===== src/rtl/wbuf_pkg.sv =====
package wbuf_pkg;

   // How a read lookup is answered
   typedef enum logic {
      RD_STALL   = 1'b0,  // hold the read until the buffer is empty
      RD_FORWARD = 1'b1   // return buffered data on a word match
   } rd_mode_e;

endpackage


===== src/rtl/wbuf_slot.sv =====
// One buffer entry: block tag, per-word valid bits and word storage.
module wbuf_slot #(
   parameter int TAG_W  = 27,
   parameter int DATA_W = 64,
   parameter int WORDS  = 4,
   localparam int IDX_W = $clog2(WORDS)
) (
   input  logic                    clk,
   input  logic                    rst_n,
   input  logic                    alloc,
   input  logic                    merge,
   input  logic                    release_i,
   input  logic [TAG_W-1:0]        wr_tag,
   input  logic [IDX_W-1:0]        wr_idx,
   input  logic [DATA_W-1:0]       wr_data,
   output logic                    busy,
   output logic [TAG_W-1:0]        tag,
   output logic [WORDS-1:0]        mask,
   output logic [WORDS*DATA_W-1:0] data
);

   logic [WORDS-1:0][DATA_W-1:0] words_q;

   always_ff @(posedge clk) begin
      if (!rst_n) begin
         busy <= 1'b0;
         mask <= '0;
         tag  <= '0;
      end else begin
         if (release_i) begin
            busy <= 1'b0;
            mask <= '0;
         end
         if (alloc) begin
            busy <= 1'b1;
            tag  <= wr_tag;
            mask <= WORDS'(1) << wr_idx;
         end else if (merge) begin
            mask[wr_idx] <= 1'b1;
         end
      end
   end

   always_ff @(posedge clk) begin
      if (alloc || merge)
         words_q[wr_idx] <= wr_data;
   end

   assign data = words_q;

   // A new entry may only be opened in a free slot
   assert_alloc_free_R1: assert property (@(posedge clk) disable iff (!rst_n)
      alloc |-> !busy);

   // A freshly opened entry holds exactly one valid word
   assert_alloc_fresh_R1: assert property (@(posedge clk) disable iff (!rst_n)
      alloc |=> (busy && $countones(mask) == 1));

   // A merged word is valid afterwards
   assert_merge_sets_R2: assert property (@(posedge clk) disable iff (!rst_n)
      merge |=> mask[$past(wr_idx)]);

   // Merging only ever targets a live entry that is not leaving
   assert_merge_live_R9: assert property (@(posedge clk) disable iff (!rst_n)
      merge |-> (busy && !release_i));

endmodule


===== src/rtl/wbuf_order.sv =====
// Allocation-order bookkeeping: oldest and next-free pointers plus occupancy.
module wbuf_order #(
   parameter int DEPTH = 4,
   localparam int PTR_W = $clog2(DEPTH),
   localparam int CNT_W = $clog2(DEPTH + 1)
) (
   input  logic             clk,
   input  logic             rst_n,
   input  logic             push,
   input  logic             pop,
   output logic [PTR_W-1:0] head,
   output logic [PTR_W-1:0] tail,
   output logic [CNT_W-1:0] cnt,
   output logic             full,
   output logic             empty
);

   always_ff @(posedge clk) begin
      if (!rst_n) begin
         head <= '0;
         tail <= '0;
         cnt  <= '0;
      end else begin
         if (push) tail <= tail + PTR_W'(1);
         if (pop)  head <= head + PTR_W'(1);
         case ({push, pop})
            2'b10:   cnt <= cnt + CNT_W'(1);
            2'b01:   cnt <= cnt - CNT_W'(1);
            default: cnt <= cnt;
         endcase
      end
   end

   assign full  = (cnt == CNT_W'(DEPTH));
   assign empty = (cnt == '0);

   assert_no_overflow_R3: assert property (@(posedge clk) disable iff (!rst_n)
      full |-> !push);

   assert_no_underflow_R4: assert property (@(posedge clk) disable iff (!rst_n)
      empty |-> !pop);

   assert_count_up_R11: assert property (@(posedge clk) disable iff (!rst_n)
      (push && !pop) |=> (cnt == $past(cnt) + CNT_W'(1)));

   assert_count_bound_R11: assert property (@(posedge clk) disable iff (!rst_n)
      cnt <= CNT_W'(DEPTH));

endmodule


===== src/rtl/wbuf_merge.sv =====
// Merging write buffer between a write-through cache and memory.
module wbuf_merge
   import wbuf_pkg::*;
#(
   parameter int       ADDR_W  = 32,
   parameter int       DATA_W  = 64,
   parameter int       WORDS   = 4,
   parameter int       DEPTH   = 4,
   parameter rd_mode_e RD_MODE = RD_FORWARD
) (
   input  logic                         clk,
   input  logic                         rst_n,
   input  logic                         st_valid,
   output logic                         st_ready,
   input  logic [ADDR_W-1:0]            st_addr,
   input  logic [DATA_W-1:0]            st_data,
   input  logic                         rd_valid,
   input  logic [ADDR_W-1:0]            rd_addr,
   output logic                         rd_hit,
   output logic [DATA_W-1:0]            rd_data,
   output logic                         rd_stall,
   output logic                         drain_valid,
   input  logic                         drain_ready,
   output logic [ADDR_W-1:0]            drain_addr,
   output logic [WORDS*DATA_W-1:0]      drain_data,
   output logic [WORDS-1:0]             drain_mask,
   output logic [$clog2(DEPTH+1)-1:0]   count,
   output logic                         empty
);

   localparam int BYTE_W  = $clog2(DATA_W / 8);
   localparam int IDX_W   = $clog2(WORDS);
   localparam int BLK_OFF = BYTE_W + IDX_W;
   localparam int TAG_W   = ADDR_W - BLK_OFF;
   localparam int PTR_W   = $clog2(DEPTH);
   localparam int CNT_W   = $clog2(DEPTH + 1);

   // Elaboration-time parameter checks
   if (DEPTH < 2 || (DEPTH & (DEPTH - 1)) != 0) begin : g_bad_depth
      $error("wbuf_merge: DEPTH must be a power of two of at least 2");
   end
   if (WORDS < 2 || (WORDS & (WORDS - 1)) != 0) begin : g_bad_words
      $error("wbuf_merge: WORDS must be a power of two of at least 2");
   end
   if (DATA_W < 8 || (DATA_W & (DATA_W - 1)) != 0) begin : g_bad_width
      $error("wbuf_merge: DATA_W must be a power-of-two number of bits, at least one byte");
   end
   if (TAG_W < 1) begin : g_bad_addr
      $error("wbuf_merge: ADDR_W too narrow for one block");
   end

   // Address fields
   logic [TAG_W-1:0] st_tag, rd_tag;
   logic [IDX_W-1:0] st_idx, rd_idx;
   assign st_tag = st_addr[ADDR_W-1:BLK_OFF];
   assign st_idx = st_addr[BLK_OFF-1:BYTE_W];
   assign rd_tag = rd_addr[ADDR_W-1:BLK_OFF];
   assign rd_idx = rd_addr[BLK_OFF-1:BYTE_W];

   // Slot state
   logic [DEPTH-1:0]               sl_busy;
   logic [TAG_W-1:0]               sl_tag  [DEPTH];
   logic [WORDS-1:0]               sl_mask [DEPTH];
   logic [WORDS*DATA_W-1:0]        sl_data [DEPTH];
   logic [DEPTH-1:0]               sl_alloc, sl_merge, sl_rel, st_match, is_head;

   logic [PTR_W-1:0] head, tail;
   logic             full;
   logic             st_fire, drain_fire, push, merge_any;

   assign drain_valid = !empty;
   assign drain_fire  = drain_valid && drain_ready;
   assign merge_any   = |st_match;
   assign st_ready    = merge_any || !full;
   assign st_fire     = st_valid && st_ready;
   assign push        = st_fire && !merge_any;

   for (genvar i = 0; i < DEPTH; i++) begin : g_slot
      assign is_head[i]  = (head == PTR_W'(i));
      // The oldest entry leaving this cycle cannot take a merge
      assign st_match[i] = sl_busy[i] && (sl_tag[i] == st_tag) && !(drain_fire && is_head[i]);
      assign sl_alloc[i] = push && (tail == PTR_W'(i));
      assign sl_merge[i] = st_fire && st_match[i];
      assign sl_rel[i]   = drain_fire && is_head[i];

      wbuf_slot #(
         .TAG_W  (TAG_W),
         .DATA_W (DATA_W),
         .WORDS  (WORDS)
      ) u_slot (
         .clk       (clk),
         .rst_n     (rst_n),
         .alloc     (sl_alloc[i]),
         .merge     (sl_merge[i]),
         .release_i (sl_rel[i]),
         .wr_tag    (st_tag),
         .wr_idx    (st_idx),
         .wr_data   (st_data),
         .busy      (sl_busy[i]),
         .tag       (sl_tag[i]),
         .mask      (sl_mask[i]),
         .data      (sl_data[i])
      );
   end

   wbuf_order #(
      .DEPTH (DEPTH)
   ) u_order (
      .clk   (clk),
      .rst_n (rst_n),
      .push  (push),
      .pop   (drain_fire),
      .head  (head),
      .tail  (tail),
      .cnt   (count),
      .full  (full),
      .empty (empty)
   );

   assign drain_addr = {sl_tag[head], BLK_OFF'(0)};
   assign drain_data = sl_data[head];
   assign drain_mask = sl_mask[head];

   // Read path variant
   if (RD_MODE == RD_FORWARD) begin : g_fwd
      logic unused_fwd;
      assign unused_fwd = ^{st_addr[BYTE_W-1:0], rd_addr[BYTE_W-1:0]};
      assign rd_stall   = 1'b0;

      always_comb begin
         rd_hit  = 1'b0;
         rd_data = '0;
         if (rd_valid) begin
            for (int k = 0; k < DEPTH; k++) begin
               if (sl_busy[k] && sl_tag[k] == rd_tag && sl_mask[k][rd_idx]) begin
                  rd_hit  = 1'b1;
                  rd_data = sl_data[k][int'(rd_idx)*DATA_W +: DATA_W];
               end
            end
            // Same-cycle store wins over the older buffered copy
            if (st_fire && st_addr[ADDR_W-1:BYTE_W] == rd_addr[ADDR_W-1:BYTE_W]) begin
               rd_hit  = 1'b1;
               rd_data = st_data;
            end
         end
      end

      assert_fwd_needs_req_R6: assert property (@(posedge clk) disable iff (!rst_n)
         rd_hit |-> rd_valid);

      assert_fwd_source_R7: assert property (@(posedge clk) disable iff (!rst_n)
         rd_hit |-> (!empty || st_fire));
   end else begin : g_stall
      logic unused_stall;
      assign unused_stall = ^{rd_addr, st_addr[BYTE_W-1:0], rd_tag, rd_idx};
      assign rd_hit   = 1'b0;
      assign rd_data  = '0;
      assign rd_stall = rd_valid && (!empty || st_fire);

      assert_stall_pending_R8: assert property (@(posedge clk) disable iff (!rst_n)
         rd_stall |-> (count != '0 || st_valid));
   end

   // Every offered entry carries at least one word
   assert_drain_nonzero_R4: assert property (@(posedge clk) disable iff (!rst_n)
      drain_valid |-> (drain_mask != '0));

   // An offered entry keeps its address until taken
   assert_drain_hold_R5: assert property (@(posedge clk) disable iff (!rst_n)
      (drain_valid && !drain_ready) |=> (drain_valid && drain_addr == $past(drain_addr)));

   // Refusing a store only happens when every entry is in use
   assert_ready_full_R3: assert property (@(posedge clk) disable iff (!rst_n)
      !st_ready |-> (count == CNT_W'(DEPTH)));

   // Occupancy flag agrees with the count
   assert_empty_flag_R11: assert property (@(posedge clk) disable iff (!rst_n)
      empty |-> !(|sl_busy));

endmodule


===== config.mk =====
export PLATFORM = sky130hd
export DESIGN_NAME = wbuf_merge
export DESIGN_NICKNAME = d
export VERILOG_FILES = /design/src/rtl/wbuf_pkg.sv /design/src/rtl/wbuf_slot.sv /design/src/rtl/wbuf_order.sv /design/src/rtl/wbuf_merge.sv
export SDC_FILE = /design/constraint.sdc
export NUM_CORES = 2
export LEC_CHECK = 0
export CORE_AREA = 4 4 327 329
export CTS_CLUSTER_DIAMETER = 30
export CTS_CLUSTER_SIZE = 14
export DETAILED_ROUTE_END_ITERATION = 16
export DIE_AREA = 0 0 331 333
export PLACE_DENSITY = 0.78
export SLEW_MARGIN = 20
export SYNTH_ARGS = -nofsm -noshare
export SYNTH_HDL_FRONTEND = slang
export SYNTH_SLANG_ARGS = --single-unit

===== constraint.sdc =====
create_clock -name clk -period 8.2 [get_ports clk]
set_clock_uncertainty 0.2 [all_clocks]
set_input_delay 1.64 -clock clk [delete_from_list [all_inputs] [get_ports clk]]
set_output_delay 1.64 -clock clk [all_outputs]
set_load 0.1 [all_outputs]

==> results.py <==
metrics = {
    "global_routing": {
        "antenna_violations_before_repair": 11,
        "grt_pass1_vias": 34905,
        "grt_start_max_net_pins": 146,
        "groute.usage.overall": 0.310,
        "wire_length_of_the_first_global_routing_pass_um": 245000,
        "globalRoute.totalOverflow": 0,
    },
    "routing": {
        "detail_route.first_pass.iterations": 6,
        "route.final.wire_length_um": 171000,
        "drt.antenna.violating_nets": 0,
        "drt_iter0_markers": 4416,
        "remaining_drc_errors": 0,
        "wirelength_met1_um": 59500,
        "wl_met2_um": 82600,
        "post_drt_via_cell_ratio": 6.73,
        "num_vias": 34067,
        "dr.max_layer_used": "met5",
        "detail_route.wl_per_cell_um": 33.8,
        "wl_met3_um": 21000,
    },
    "synthesis": {
        "mappedNetlistArea_um2": 53900,
        "main_combinational_cell_family_by_area_after_synthesis": "multiplexers",
        "synthDistinctLibCells": 45,
        "synth-seq-cells": 1159,
        "synth_warnings": 0,
        "post_synthesis_sequential_area_ratio": 0.620,
        "netlist.area_leader.share": 0.570,
        "synth-adder-area-share": 0.00246,
        "synth-async-reset-ratio": 0,
        "syn_avg_cell_area_um2": 17.9,
        "syn-instance-count": 3004,
        "synth_flop_cell": "sky130_fd_sc_hd__edfxtp_1",
        "synth_area_leader_cell": "sky130_fd_sc_hd__edfxtp_1",
        "cell_types_with_the_largest_area_share_after_synthesis": "sky130_fd_sc_hd__edfxtp_1, sky130_fd_sc_hd__mux4_2, sky130_fd_sc_hd__dfxtp_1",
        "synth_simple_gate_area_share": 0.0279,
        "synth_compound_gate_area_share": 0.0514,
        "yosys.area_share.xor_xnor": 0.0405,
        "synth_enable_flop_cells": 1024,
        "synth.area.mux_share": 0.229,
    },
    "run_status": {
        "status": "completed",
    },
    "setup_path": {
        "crit_type": "input port to output pin",
        "crit_path_start_kind": "input port",
        "crit_chain": "clkdlybuf4s50_1, xnor2_1, nand4_1, nor4_1, a22oi_2, a31oi_4, nor2b_4, buf_12, a32o_1, buf_4",
        "critical_path.n_buffers_inverters": 3,
        "crit_path_max_incr_delay_ns": 0.86,
        "cpLargestDelayFamily": "buffers and inverters",
        "critical-path-slowest-cell": "sky130_fd_sc_hd__nor2b_4",
        "crit_required_ns": 6.36,
        "worst-path-max-fanout": 42,
        "timing.critical_path.arrival_ns": 5.59,
        "cp-end-kind": "output pin",
    },
    "floorplan": {
        "die_h_um": 333,
        "io_pins": 497,
        "initial_core_util": 0.521,
        "chip_width_um": 331,
        "core_um2": 103000,
        "dieArea_um2": 110000,
        "placement_rows": 118,
    },
    "clock_tree": {
        "post_cts.repair.setup_buffers": 0,
        "tritoncts_clock_tree": "done",
        "cts.path.max_buffers": 3,
        "cts_inserted_buffers": 210,
        "post_cts_resized": 0,
        "clk_transition_reported_paths_ns": 0.05,
        "numClockSinks": 1159,
        "cts.htree.levels": 4,
        "clock_insertion_delay_worst_skew_ns": 0.80,
        "cts_hold_buf": 0,
        "clock-root-buffer": "sky130_fd_sc_hd__clkbuf_16",
    },
    "timing": {
        "tmin_final_ns": 7.43,
        "finalMaxSlewViolations": 0,
        "fin_ws_ns": 0.768,
        "hold_viol_final": 0,
        "final.setup.tns_ns": 0,
        "hold-worst-slack_ns": 0.291,
        "finalSetupViolCount": 0,
        "layout_worst_path_cycle_share": 0.906,
        "relSlewSlack": 0.214,
        "setup_repair_after_global_routing_missed_its_margin": "no",
        "worst_slew_pin_slew_ns": 1.17,
        "fmax_mhz": 135,
    },
    "placement": {
        "dpl_worst_slack_ns": 0.875,
        "routabilityCongestion": 0.968,
        "placed_cells": 4650,
        "dp_wirelength_um": 96800,
        "io_buffers": 484,
    },
    "final_layout": {
        "n_fill_cell": 6866,
        "final_cells": 5059,
        "layout.cells.most_common_list": "sky130_fd_sc_hd__edfxtp_1, sky130_fd_sc_hd__mux4_2, sky130_fd_sc_hd__clkdlybuf4s50_1, sky130_fd_sc_hd__clkbuf_16, sky130_fd_sc_hd__o21ai_0",
        "nNetsFinal": 3625,
        "most_frequent_standard_cell_in_the_layout_excluding_fill_and_tap_cells": "sky130_fd_sc_hd__edfxtp_1",
        "drive_gt1_frac": 0.293,
        "synthToLayoutAreaGrowth_pct": 24.8,
        "multi_input_area_um2": 19100,
        "regArea_um2": 33500,
    },
    "run": {
        "number_of_max_capacitance_violations_reported": 0,
    },
    "power": {
        "finalPower_mw": 23.3,
        "pwr-share-seq": 0.295,
        "power.density_nw_per_um2": 347,
        "p_leak_nw": 21.6,
        "netSwitchingFraction": 0.387,
        "clkPwrFrac": 0.376,
        "power.net_switching_mw": 9.03,
        "power_frac_comb": 0.329,
        "power.ir.vdd_worst_mv": 0.364,
        "p_int_mw": 14.3,
    },
    "min_path": {
        "holdCritPathClass": "flip-flop to flip-flop",
    },
}
[Yosys cell counts, types with 2 or more instances]
library cell,n
sky130_fd_sc_hd__and2_1,7
sky130_fd_sc_hd__nor2_1,18
sky130_fd_sc_hd__xnor2_1,172
sky130_fd_sc_hd__or3_1,2
sky130_fd_sc_hd__o2bb2ai_1,16
sky130_fd_sc_hd__and3_1,5
sky130_fd_sc_hd__nand3_1,118
sky130_fd_sc_hd__o21ai_0,190
sky130_fd_sc_hd__buf_1,52
sky130_fd_sc_hd__a221o_1,64
sky130_fd_sc_hd__or4_1,2
sky130_fd_sc_hd__dfxtp_1,135
sky130_fd_sc_hd__clkbuf_1,124
sky130_fd_sc_hd__o21ai_1,48
sky130_fd_sc_hd__a32o_1,64
sky130_fd_sc_hd__nand3b_1,2
sky130_fd_sc_hd__xor2_1,77
sky130_fd_sc_hd__nor2b_1,4
sky130_fd_sc_hd__nand4_1,50
sky130_fd_sc_hd__edfxtp_1,1024
sky130_fd_sc_hd__nand2_1,38
sky130_fd_sc_hd__o311ai_1,4
sky130_fd_sc_hd__nor3_1,4
sky130_fd_sc_hd__a21boi_2,2
sky130_fd_sc_hd__nor4_1,27
sky130_fd_sc_hd__ha_1,9
sky130_fd_sc_hd__a21boi_0,5
sky130_fd_sc_hd__inv_1,74
sky130_fd_sc_hd__buf_4,14
sky130_fd_sc_hd__nand2b_1,2
sky130_fd_sc_hd__buf_2,86
sky130_fd_sc_hd__mux4_2,547
sky130_fd_sc_hd__buf_6,6
[area by class of cell]
class	instances	area share
flip-flops and latches	1159	0.497
multi-input cells	1494	0.284
clock buffers	232	0.0810
repair buffers	543	0.0795
clock inverters	164	0.0284
well taps	1380	0.0257
inverters	74	0.00413
diodes	13	0.000483
[metal layers]
metal  global-route usage  up-vias
li1                     -    13562
met1                0.399    17441
met2                0.492     2586
met3               0.0938      476
met4                0.132        2
met5                    0        -
[state kept, by name, summed over array words and instances (netlist names)]
register            flops
u_order.cnt             3
g_slot.u_slot.data   1024
u_order.head            2
g_slot.u_slot.tag     108
g_slot.u_slot.busy      4
g_slot.u_slot.mask     16
u_order.tail            2
[per-stage QoR]
step / instance area, um^2 / util
after floorplan: 53900 / -
after global placement: 59900 / 0.579
after detailed placement: 59900 / 0.579
after CTS: 67300 / 0.650
after global routing: 67300 / 0.650
final: 67300 / 0.650
[path summary, 6_finish.rpt]
| kind | start | to | slack, ns | depth (start not counted) |
|---|---|---|---|---|
| setup reg to reg | u_order.head[0] | g_slot[2].u_slot.data[233] | 3.46 | 9 |
| hold / removal | g_slot[3].u_slot.mask[3] | g_slot[3].u_slot.mask[3] | 0.29 | 1 |
| setup / recovery | st_addr[25] | rd_data[9] | 0.77 | 10 |
| hold reg to reg | g_slot[3].u_slot.mask[3] | g_slot[3].u_slot.mask[3] | 0.29 | 1 |
[logic make-up after synthesis]
group	count (synthesis)
muxes	548
and+or+nand+nor	283
other	1
buffers and inverters	356
adders and majority gates	10
xor gates and xnor gates	249
AOI/OAI and AO/OA	398
DFF	1159
[power groups by stage]
stage                     clock [mW]  sequential [mW]  combinational [mW]
after global routing            9.19             6.90                7.87
after global placement             0             6.98                7.63
after detailed placement           0             6.99                7.64
final                           8.78             6.88                7.67
after CTS                       8.87             6.88                7.68
after floorplan                    0             6.91                5.88
Note: power is estimated with default switching activity, not from simulation.
